<file path="config.mk">
export PLATFORM = sky130hd
export DESIGN_NAME = fm_env_gen
export DESIGN_NICKNAME = d
export VERILOG_FILES = /design/src/rtl/fm_env_pkg.sv /design/src/rtl/fm_env_rate.sv /design/src/rtl/fm_env_step.sv /design/src/rtl/fm_env_next.sv /design/src/rtl/fm_env_gen.sv
export SDC_FILE = /design/constraint.sdc
export NUM_CORES = 1
export LEC_CHECK = 0
export BUFFER_PORTS_ARGS = -buffer_cell sky130_fd_sc_hd__buf_4
export CAP_MARGIN = 40
export CELL_PAD_IN_SITES_DETAIL_PLACEMENT = 1
export CELL_PAD_IN_SITES_GLOBAL_PLACEMENT = 2
export CORE_ASPECT_RATIO = 1.4
export CORE_MARGIN = 1
export CORE_UTILIZATION = 36
export DETAILED_ROUTE_END_ITERATION = 12
export GPL_ROUTABILITY_DRIVEN = 0
export PLACE_DENSITY = 0.65
export SLEW_MARGIN = 20
export SYNTH_ARGS = -nofsm -noshare
export SYNTH_HDL_FRONTEND = slang
export SYNTH_SLANG_ARGS = --single-unit
</file>
<file path="constraint.sdc">
create_clock -name clk -period 17 [get_ports clk]
set_input_delay 0 -clock clk [delete_from_list [all_inputs] [get_ports clk]]
set_output_delay 0 -clock clk [all_outputs]
set_load 0.01 [all_outputs]
</file>
<file path="src/rtl/fm_env_pkg.sv">
package fm_env_pkg;

  typedef enum logic [1:0] {
    PH_ATTACK  = 2'd0,
    PH_DECAY   = 2'd1,
    PH_SUSTAIN = 2'd2,
    PH_RELEASE = 2'd3
  } env_phase_e;

  localparam int unsigned ATT_W   = 12;
  localparam logic [ATT_W-1:0] ATT_MAX = 12'hFFC;
  localparam logic [5:0] INSTANT_RATE = 6'd62;

  // step size for a given effective rate and 3-bit step index
  function automatic logic [3:0] step_inc(input logic [5:0] rate, input logic [2:0] cyc);
    logic [7:0] pat;
    logic [3:0] base;
    logic [5:0] over;
    if (rate < 6'd2) return 4'd0;
    if (rate >= 6'd60) return 4'd8;
    if (rate < 6'd48) begin
      if (rate < 6'd8) begin
        pat = (rate[2:1] == 2'b11) ? 8'hEE : 8'hAA;
      end else begin
        case (rate[1:0])
          2'd0:    pat = 8'hAA;
          2'd1:    pat = 8'hBA;
          2'd2:    pat = 8'hEE;
          default: pat = 8'hFE;
        endcase
      end
      return {3'b000, pat[cyc]};
    end
    case (rate[1:0])
      2'd0:    pat = 8'h00;
      2'd1:    pat = 8'h88;
      2'd2:    pat = 8'hAA;
      default: pat = 8'hEE;
    endcase
    base = 4'd1 + {3'b000, pat[cyc]};
    over = rate - 6'd48;
    return base << over[3:2];
  endfunction

endpackage

</file>
<file path="src/rtl/fm_env_rate.sv">
module fm_env_rate (
  input  logic [4:0] raw,
  input  logic [1:0] ks,
  input  logic [4:0] keycode,
  output logic [5:0] eff
);
  logic [4:0] kadd;
  logic [6:0] sum;

  always_comb begin
    kadd = keycode >> (2'd3 - ks);
    sum  = {1'b0, raw, 1'b0} + {2'b00, kadd};
    if (raw == 5'd0)        eff = 6'd0;
    else if (sum > 7'd63)   eff = 6'd63;
    else                    eff = sum[5:0];
  end
endmodule

</file>
<file path="src/rtl/fm_env_step.sv">
module fm_env_step #(
  parameter int unsigned CNT_W = 15
) (
  input  logic [5:0]       rate,
  input  logic [CNT_W-1:0] cnt,
  output logic             due,
  output logic [3:0]       inc
);
  import fm_env_pkg::*;

  logic [5:0]       diff;
  logic [3:0]       sh;
  logic [CNT_W-1:0] mask;
  logic [2:0]       cyc;

  always_comb begin
    diff = 6'd47 - rate;
    sh   = (rate < 6'd48) ? diff[5:2] : 4'd0;
    mask = (CNT_W'(1) << sh) - CNT_W'(1);
    due  = ((cnt & mask) == '0);
    cyc  = 3'(cnt >> sh);
    inc  = step_inc(rate, cyc);
  end
endmodule

</file>
<file path="src/rtl/fm_env_next.sv">
module fm_env_next (
  input  logic [11:0]            att,
  input  fm_env_pkg::env_phase_e phase,
  input  logic                   due,
  input  logic [3:0]             inc,
  output logic [11:0]            att_nx,
  output fm_env_pkg::env_phase_e phase_nx
);
  import fm_env_pkg::*;

  logic [16:0] prod;
  logic [16:0] prod_r;
  logic [11:0] fall;
  logic [12:0] rise;

  always_comb begin
    prod   = 17'(({5'b0, att} + 17'd1) * {13'b0, inc});
    prod_r = prod + 17'd63;
    fall   = 12'((prod_r >> 6) << 2);
    rise   = {1'b0, att} + 13'({inc, 2'b00});
    att_nx   = att;
    phase_nx = phase;
    if (due) begin
      if (phase == PH_ATTACK) begin
        att_nx = (att < fall) ? 12'd0 : att - fall;
        if (att_nx == 12'd0) phase_nx = PH_DECAY;
      end else begin
        att_nx = (rise > {1'b0, ATT_MAX}) ? ATT_MAX : rise[11:0];
      end
    end
  end
endmodule

</file>
<file path="src/rtl/fm_env_gen.sv">
module fm_env_gen #(
  parameter int unsigned NUM_SLOTS = 24,
  parameter int unsigned CNT_W     = 15,
  localparam int unsigned SLOT_W   = $clog2(NUM_SLOTS)
) (
  input  logic              clk,
  input  logic              rst_n,
  input  logic              step_en,
  input  logic              key_on,
  input  logic              key_off,
  input  logic [SLOT_W-1:0] slot,
  input  logic [4:0]        ar,
  input  logic [4:0]        dr,
  input  logic [4:0]        sr,
  input  logic [3:0]        rr,
  input  logic [3:0]        sl,
  input  logic [1:0]        ks,
  input  logic [4:0]        keycode,
  output logic [11:0]       att_out,
  output logic [1:0]        phase_out
);
  import fm_env_pkg::*;

  localparam logic [SLOT_W-1:0] LAST_SLOT = SLOT_W'(NUM_SLOTS - 1);

  logic [11:0]  att_mem [NUM_SLOTS];
  env_phase_e   ph_mem  [NUM_SLOTS];
  logic [CNT_W-1:0] cnt;

  logic [11:0]  cur_att;
  env_phase_e   cur_ph;
  env_phase_e   ph_eff;
  logic [11:0]  sus_lvl;
  logic [4:0]   raw_sel;
  logic [5:0]   eff_rate;
  logic [5:0]   atk_rate;
  logic         due;
  logic [3:0]   inc;
  logic [11:0]  att_nx;
  env_phase_e   ph_nx;

  assign cur_att   = att_mem[slot];
  assign cur_ph    = ph_mem[slot];
  assign att_out   = cur_att;
  assign phase_out = cur_ph;

  // sustain entry is checked before the rate is chosen
  always_comb begin
    sus_lvl = (sl == 4'hF) ? ATT_MAX : {1'b0, sl, 7'b0};
    ph_eff  = (cur_ph == PH_DECAY && cur_att >= sus_lvl) ? PH_SUSTAIN : cur_ph;
    case (ph_eff)
      PH_ATTACK:  raw_sel = ar;
      PH_DECAY:   raw_sel = dr;
      PH_SUSTAIN: raw_sel = sr;
      default:    raw_sel = {rr, 1'b1};
    endcase
  end

  fm_env_rate u_rate (.raw(raw_sel), .ks(ks), .keycode(keycode), .eff(eff_rate));
  fm_env_rate u_atk_rate (.raw(ar), .ks(ks), .keycode(keycode), .eff(atk_rate));

  fm_env_step #(.CNT_W(CNT_W)) u_step (
    .rate(eff_rate), .cnt(cnt), .due(due), .inc(inc)
  );

  fm_env_next u_next (
    .att(cur_att), .phase(ph_eff), .due(due), .inc(inc),
    .att_nx(att_nx), .phase_nx(ph_nx)
  );

  always_ff @(posedge clk) begin
    if (!rst_n) begin
      for (int i = 0; i < NUM_SLOTS; i++) begin
        att_mem[i] <= ATT_MAX;
        ph_mem[i]  <= PH_RELEASE;
      end
    end else if (key_on) begin
      if (atk_rate >= INSTANT_RATE) begin
        att_mem[slot] <= 12'd0;
        ph_mem[slot]  <= PH_DECAY;
      end else begin
        ph_mem[slot]  <= PH_ATTACK;
      end
    end else if (key_off) begin
      ph_mem[slot] <= PH_RELEASE;
    end else if (step_en) begin
      att_mem[slot] <= att_nx;
      ph_mem[slot]  <= ph_nx;
    end
  end

  always_ff @(posedge clk) begin
    if (!rst_n)                            cnt <= '0;
    else if (step_en && slot == LAST_SLOT) cnt <= cnt + CNT_W'(1);
  end

  p_reset_state_r1: assert property (@(posedge clk) disable iff (!rst_n)
    $rose(rst_n) |-> (att_out == ATT_MAX && phase_out == 2'd3));

  p_att_grid_r6: assert property (@(posedge clk) disable iff (!rst_n)
    (att_out[1:0] == 2'b00 && att_out <= ATT_MAX));

  p_zero_rate_r2: assert property (@(posedge clk) disable iff (!rst_n)
    (step_en && eff_rate == 6'd0) |-> inc == 4'd0);

  p_hold_gate_r3: assert property (@(posedge clk) disable iff (!rst_n)
    (step_en && !key_on && !key_off && !due) |=> att_mem[$past(slot)] == $past(att_out));

  p_attack_falls_r5: assert property (@(posedge clk) disable iff (!rst_n)
    (step_en && !key_on && !key_off && cur_ph == PH_ATTACK)
      |=> att_mem[$past(slot)] <= $past(att_out));

  p_instant_attack_r8: assert property (@(posedge clk) disable iff (!rst_n)
    (key_on && atk_rate >= INSTANT_RATE)
      |=> (att_mem[$past(slot)] == 12'd0 && ph_mem[$past(slot)] == PH_DECAY));

  p_keyoff_release_r9: assert property (@(posedge clk) disable iff (!rst_n)
    (key_off && !key_on)
      |=> (ph_mem[$past(slot)] == PH_RELEASE && att_mem[$past(slot)] == $past(att_out)));

  p_key_over_step_r10: assert property (@(posedge clk) disable iff (!rst_n)
    (key_on && step_en && atk_rate < INSTANT_RATE)
      |=> (ph_mem[$past(slot)] == PH_ATTACK && att_mem[$past(slot)] == $past(att_out)));

endmodule

</file>
* Word level (Yosys, flattened, before mapping) *
Memories as Yosys holds them, arrays and structs flattened.
Index checks and enable logic that the tools add are counted.

storage, ports and cells
  memories kept = 2
  word-level logic and storage cells = 123
  output and inout bits = 14
  flip-flop bits (word level) = 15
  input bits = 40
  RAM bits = 336

memories
  name     words  width  read ports  clocked after memory_dff  write ports  RTL line          RTL
  att_mem  24     12     1           0                         24           fm_env_gen.sv:26  logic [11:0] att_mem [NUM_SLOTS];
  ph_mem   24     2      1           0                         24           fm_env_gen.sv:27  env_phase_e ph_mem [NUM_SLOTS];

operators by class
  add/subtract/negate cells = 12
  multiplexer cells = 69
  $mul = 1
  eq/ne operators = 8
  $lt $le $gt $ge = 11
  shift operators = 4
  reductions and logical operators = 10
  bitwise operators = 5

operator list
  operator                 count
  $mux W12                 7
  $mux W8                  7
  $mux W1                  28
  $mux W4                  7
  $mux W6                  4
  $pmux W8 S3              1
  $pmux W7 S3              1
  $mul A17 B4 Y16          1
  $add A16 B6 Y16 const B  1
  $mux W2                  8
  $add A15 B1 Y15 const B  1
  $and A15 B15 Y15         1
  $logic_not A15 Y1        1
  $pmux W5 S3              1
  $shl A1 B4 Y15 const A   1
  $shr A15 B4 Y3           1
  $sub A15 B2 Y15 const B  1
  $add A6 B5 Y7            2
  $gt A7 B6 Y1 const B     2
  $add A12 B1 Y13 const B  1
  $add A12 B6 Y13          1
  $gt A13 B12 Y1 const B   1
  $ge A12 B12 Y1           1
  $ge A6 B6 Y1 const B     2
  26 further kinds         38

* Longest topological paths before layout *
Gate-level depths: netlist of the first run.

  depth after elaboration = 36
  mapped depth = 75

* Hierarchy *
A second synthesis of the first run with hierarchy kept.

second synthesis, totals
  cells, all modules = 2,058
  area total of the unflattened synthesis = 25,030.3 µm²

modules (own cells, without submodules)
  module       seq. area each (µm²)  cells each  area an instance (µm²)  times used
  fm_env_gen   13,753.2              1,503       20,761.2                1
  fm_env_next  0.0                   349         2,747.6                 1
  fm_env_step  0.0                   128         878.3                   1
  fm_env_rate  0.0                   39          321.6                   2

* Worst setup path after synthesis of the first run *
No wires, ideal clock.

  path kind = input -> register
  from = in slot[0]
  to = mem att_mem[24][9] (data pin)
  buffers on the path = 10
  path slack = 2.385 ns
  required time = 16.714 ns
  data arrival time = 14.329 ns
  cell stages on the path = 73
  library setup time = 0.286 ns
  cells stage by stage = buf_6 > buf_2 > buf_2 > buf_2 > buf_2 > buf_2 > buf_1 > mux4_2 > a22oi_1 > nand4_1 > ha_1 > a211o_1 > a21oi_1 > o21ai_0 > a21oi_1 > nor3_1 > nor2_1 > o22ai_1 > [37 not listed] > xor2_1 > ha_1 > nor2b_1 > o21ai_0 > nand2b_1 > a21o_1 > a21o_1 > a21o_1 > a21o_1 > a21o_1 > a21oi_1 > nand2b_1 > o21ai_0 > mux2i_1 > nand2b_1 > clkbuf_1 > clkbuf_1 > inv_1

RTL lines
  element          RTL line          RTL
  start, declared  fm_env_gen.sv:11  input logic [SLOT_W-1:0] slot,
  end, declared    fm_env_gen.sv:26

==> results_dict.tcl, run 1 <==
set metrics [dict create \
    max-slew-margin-rel 0.293 \
    rsz0062_at_grt "no" \
    required_ns 17.31 \
    dr.pass1.iters 6 \
    setup_viol 0 \
    peakVddDrop_mv 0.107 \
    status "completed" \
    synth_top_area_frac 0.548 \
    dieArea_um2 69200 \
    worst_pin_slew_ns 1.06 \
    period_minus_slack_ns 15.50 \
    ant_nets 0 \
    ys_seq_area_frac 0.560 \
    place_hpwl_mm 56.4 \
    critPathMaxFanout 18 \
    grt_start_max_net_pins 71 \
    arrival_ns 15.81 \
    pin_count 54 \
    synth_area_leaders "edfxtp_1 55%, mux4_2 9.2%, nand2_1 5.3%" \
    crit_buf_inv 10 \
    maxCapViolCount 0 \
    post-cts-setup-buffer-count 0 \
    ys_types 96 \
    path_class "reg -> reg" \
    die_w_um 223 \
    fill_cells 6987 \
    dr_total_vias 16400 \
    fmax_ghz 0.0645 \
    ys.flop_type "edfxtp_1" \
    min_from "step_en" \
    yosys.area_share.adder 0.0574 \
    num_rows 112 \
    slew_viol_final 0 \
    numPortBuffers 53 \
    cts_buffers 45 \
    clk_latency_ns 0.58 \
    p_per_area_nw_per_um2 141 \
    final_util 0.413 \
    synth_largest_area_cell "edfxtp_1" \
    synth_area_um2 24500 \
    async_flop_share 0 \
    finalCritPeriodShare 0.912 \
    finalWirelength_mm 77.0 \
    netlist_instances 1964 \
    grt_pass1_wl_mm 115 \
    cts_tree "built" \
    muxShareOfSynthArea 0.107 \
    synth_edf_count 448 \
    track_usage 0.224 \
    startpoint_type "flop" \
    grt_pass1_vias 17600 \
    cts_buffer_depth 3 \
    syn_to_final_growth_pct 12.7 \
    finalHoldViolations 0 \
    worstSetupEndpointType "flop" \
    antenna_found_initial 0 \
    ys_top_cells_by_count "448 x edfxtp_1, 348 x nand2_1, 170 x nor2_1" \
    final_nets 2168 \
    critPathLaunch "att_mem[7][6]" \
    cp_common_cell "a21o_1" \
    cts_sinks 463 \
    synth_top_family_by_area "simple AND/OR/NAND/NOR gates" \
    cp_slowest_stage_delay_ns 0.80 \
    cts-resized-gates 0 \
    tns_ns 0 \
    synth_xor_area_frac 0.0182 \
    skew_ns 0.0194 \
    hold_path.class "in -> reg" \
    wl_per_cell_um 26.4 \
    layout-drive-gt1-share 0.182 \
    synthSimpleGateAreaFrac 0.135 \
    drtIter0Drc 925 \
    synth.avg_cell_area_um2 12.5 \
    cp_slowest_cell "a22oi_1" \
    syn_nets 2101 \
    postCtsHoldBufs 2 \
    core_um2 67000 \
    vias_per_cell 5.63 \
    yosysWarningCount 0 \
    synth_compound_area_frac 0.0872 \
    timing.rr.start "att_mem[7][6]" \
    remaining_drc_errors 0 \
    antenna_cells 0 \
    crit_family "compound AO/OA/AOI/OAI gates" \
    leakagePower_nw 9.25 \
    die_h_um 311 \
    ys_ff_latch 463 \
    yosysMostFrequentCell "edfxtp_1" \
    grt-ovfl-total 0 \
    initial_utilization 0.366 \
    path_clk_slew_ns 0.08 \
    clockRootBuffer "clkbuf_16" \
    cts.htree.levels 2 \
]
-- worst min-delay path: cells and delay by family --
family	cells	cell delay [ns]
buffers and inverters	2	0.22
multiplexers	1	0.17
AND/OR/NAND/NOR	2	0.18
-- path summary, 6_finish.rpt --
path,to,slack [ns],cells past startpoint
max,ph_mem[15][0],1.50,67
min,cnt[1],0.03,5
max reg2reg,ph_mem[15][0],1.50,67
min reg2reg,cnt[7],0.51,2
-- where the power goes --
part / leakage [nW] / internal [mW] / switching (mW)
clock: 0.714 / 0.581 / 0.445
sequential: 4.14 / 1.28 / 0.00725
combinational: 4.39 / 0.636 / 0.970
total: 9.25 / 2.49 / 1.42
-- cell families (layout without fill, tap and decap cells) --
logic type      after synthesis  in the layout
buf+inv                     187            286
compound gates              296            296
fa+ha+maj                    97             97
simple gates                733            733
xor+xnor                     51             51
flops                       463            463
mux                         137            137
-- metrics by stage --
step                total power [mW]  cells  hold WS (ns)  setup WS (ns)  cell area, µm²
floorplan                       2.45   1964         0.274           2.39           24500
global placement                2.91   2796         0.478          0.830           25800
detailed placement              2.92   2828         0.504           1.19           26100
CTS                             3.96   2909        0.0121           1.57           27600
global route                    4.14   2918        0.0724          0.584           27700
finish                          3.92   2918        0.0272           1.50           27700
-- sequential cells by signal (all words and copies together), names as in the netlist --
name and cells:
att_mem 384, cnt 15, ph_mem 64
-- placed cells by master, fill, tap and decap left out, drive strengths merged, types with 15 or more instances in the layout --
cell    Yosys  layout
mux4      100     100
a21oi      38      38
nand2b     16      16
o22ai      18      18
edfxtp    448     448
dfxtp      15      15
a21o       25      25
ha         71      71
mux2i      32      32
nand2     349     349
inv        66      69
fa         26      26
a22oi      51      51
nor2      172     172
nand4      26      26
o21ai      76      76
nor3       15      15
buf        56     138
or3        49      49
clkbuf     65      56
nand3      30      30
xor2       19      19
xnor2      32      32
-- layout make-up --
type / instances / area (µm²) / share of cell area
Sequential cell: 463 / 13800 / 0.497
Multi-Input combinational cell: 1314 / 9980 / 0.361
Clock buffer: 55 / 1160 / 0.0420
Timing Repair Buffer: 141 / 1160 / 0.0420
Tap cell: 855 / 1070 / 0.0387
Clock inverter: 24 / 300 / 0.0109
Inverter: 66 / 248 / 0.00895
-- per-layer routing --
| metal | vias up | wire length (µm) | global-route usage |
|---|---|---|---|
| li1 | 7469 | - | - |
| met1 | 8539 | 29300 | 0.253 |
| met2 | 304 | 42400 | 0.426 |
| met3 | 109 | 2110 | 0.0205 |
| met4 | 0 | 3140 | 0.0898 |
| met5 | - | 0 | 0 |
(Power assumes the default switching activity.)
==> run 2, diff against run 1 <==
Settings changed: SYNTH_HIERARCHICAL from default to 1.
==> results_dict.tcl, run 2 <==
set metrics [dict create \
    status "completed" \
    fmax_ghz 0.0696 \
    critPathMaxFanout 25 \
    synth_area_um2 25000 \
    worst_pin_slew_ns 0.929 \
    crit_buf_inv 3 \
    place_hpwl_mm 57.4 \
    setup_slack_ns 2.64 \
    antenna_found_initial 0 \
    hold_path.class "in -> reg" \
    cts_buffer_depth 3 \
    min_from "step_en" \
    p_per_area_nw_per_um2 151 \
    startpoint_type "flop" \
    largest_reg_flops 384 \
    layout_commonest_cell "edfxtp_1" \
    r2r_end "ph_mem[27][0]" \
    synth.avg_cell_area_um2 12.2 \
    fill_cells 7260 \
    track_usage 0.231 \
    path_class "reg -> reg" \
    peakVddDrop_mv 0.139 \
    yosysWarningCount 6 \
    dieArea_um2 70500 \
    arrival_ns 14.68 \
    initial_utilization 0.363 \
    crit_family "compound AO/OA/AOI/OAI gates" \
    rsz0062_at_grt "no" \
    core_um2 68900 \
    rr_worst_depth 47 \
    max-slew-margin-rel 0.376 \
    path_clk_slew_ns 0.07 \
    leakagePower_nw 9.17 \
    dr.pass1.iters 5 \
    post-cts-setup-buffer-count 0 \
    finalCritPeriodShare 0.845 \
    most-common-layout-cells "448 x edfxtp_1, 409 x nand2_1, 152 x nor2_1, 122 x buf_4, 85 x mux4_2" \
    slew_viol_final 0 \
    grt-ovfl-total 0 \
    cts_buffers 45 \
    final_nets 2249 \
    skew_ns 0.0636 \
    pin_count 54 \
    worstSetupEndpointType "flop" \
    cp_slowest_cell "nand4_1" \
    finalHoldViolations 0 \
    reg_top3 "att_mem: 384 flops, ph_mem: 64 flops, cnt: 15 flops" \
    grt_pass1_vias 18300 \
    holdPathEnd "cnt[1]" \
    finalWirelength_mm 79.8 \
    clk_latency_ns 0.62 \
    numPortBuffers 53 \
    layout-drive-gt1-share 0.162 \
    cts_tree "built" \
    drtIter0Drc 1105 \
    antenna_cells 0 \
    period_minus_slack_ns 14.36 \
    num_rows 114 \
    cts_sinks 463 \
    die_w_um 225 \
    netlist_instances 2055 \
    syn_to_final_growth_pct 12.5 \
    vias_per_cell 5.54 \
    required_ns 17.32 \
    timing.rr.start "att_mem[18][6]" \
    clockRootBuffer "clkbuf_16" \
    r2r_setup_slack_ns 2.64 \
    ant_nets 0 \
    remaining_drc_errors 0 \
    dr_total_vias 17000 \
    grt_start_max_net_pins 72 \
    die_h_um 314 \
    syn_nets 2193 \
    cts.htree.levels 2 \
    wl_per_cell_um 26.0 \
    setup_viol 0 \
    grt_pass1_wl_mm 120 \
    cp_slowest_stage_delay_ns 0.74 \
    hold_depth 4 \
    maxCapViolCount 0 \
    cp_common_cell "ha_1" \
    place_ws_ns 2.16 \
    tns_ns 0 \
    regMostFlops "att_mem" \
]
[run 2: how the worst max path moves through the flow]
stage	startpoint	to	slack, ns	cells after the start
after floorplan	slot[0]	ph_mem[24][0]	4.48	60
after global placement	slot[0]	att_mem[28][11]	2.11	45
after detailed placement	slot[0]	ph_mem[29][0]	2.16	49
after CTS	att_mem[18][6]	ph_mem[29][0]	2.62	47
after global routing	att_mem[19][6]	ph_mem[27][0]	1.76	47
final	att_mem[18][6]	ph_mem[27][0]	2.64	47
[run 2: layout make-up]
class                      count  area, µm²  share of cell area
clock inverter                29        253             0.00898
multi-input combinational   1402      10500               0.372
sequential                   463      13800               0.489
timing repair buffer         136       1100              0.0392
clock buffer                  53       1160              0.0411
tap                          928       1160              0.0413
inverter                      63        236             0.00841
[run 2: worst reg2reg max path, delay by kind of cell (launching register included)]
| family | cells | cell delay (ns) |
|---|---|---|
| DFF | 1 | 0.37 |
| xor gates and xnor gates | 2 | 0.50 |
| AOI/OAI and AO/OA | 20 | 4.97 |
| and+or+nand+nor | 10 | 3.04 |
| muxes | 3 | 0.87 |
| adders and majority gates | 9 | 3.55 |
| buffers and inverters | 3 | 0.75 |
[run 2: metrics by stage]
step	instances	hold slack, ns	utilization	area, µm²	total power, mW
after CTS	3069	0.0218	0.408	28100	4.27
final	3074	0.0486	0.408	28100	4.24
after floorplan	2055	0.341	-	25000	2.71
after detailed placement	2985	0.484	0.387	26600	3.28
after global placement	2972	0.473	0.385	26500	3.24
after global routing	3074	0.0476	0.408	28100	4.51
[run 2: timing repair]
| action | 4_1_cts | 5_1_grt |
|---|---|---|
| gates resized for setup | 0 | 0 |
| hold endpoints to repair | 20 | 0 |
| hold buffers | 2 | 0 |
[run 2: layer usage]
| metal | up-vias | global-route usage | wire (µm) |
|---|---|---|---|
| met1 | 8872 | 0.274 | 31300 |
| met2 | 317 | 0.435 | 43600 |
| met5 | - | 0 | 0 |
| li1 | 7728 | - | - |
| met4 | 0 | 0.0676 | 2210 |
| met3 | 102 | 0.0244 | 2680 |
[run 2: power by group]
group          internal [mW]  leakage, nW  switching [mW]
sequential              1.27         3.97         0.00520
combinational          0.762         4.53            1.22
clock                  0.535        0.675           0.451
total                   2.57         9.17            1.67
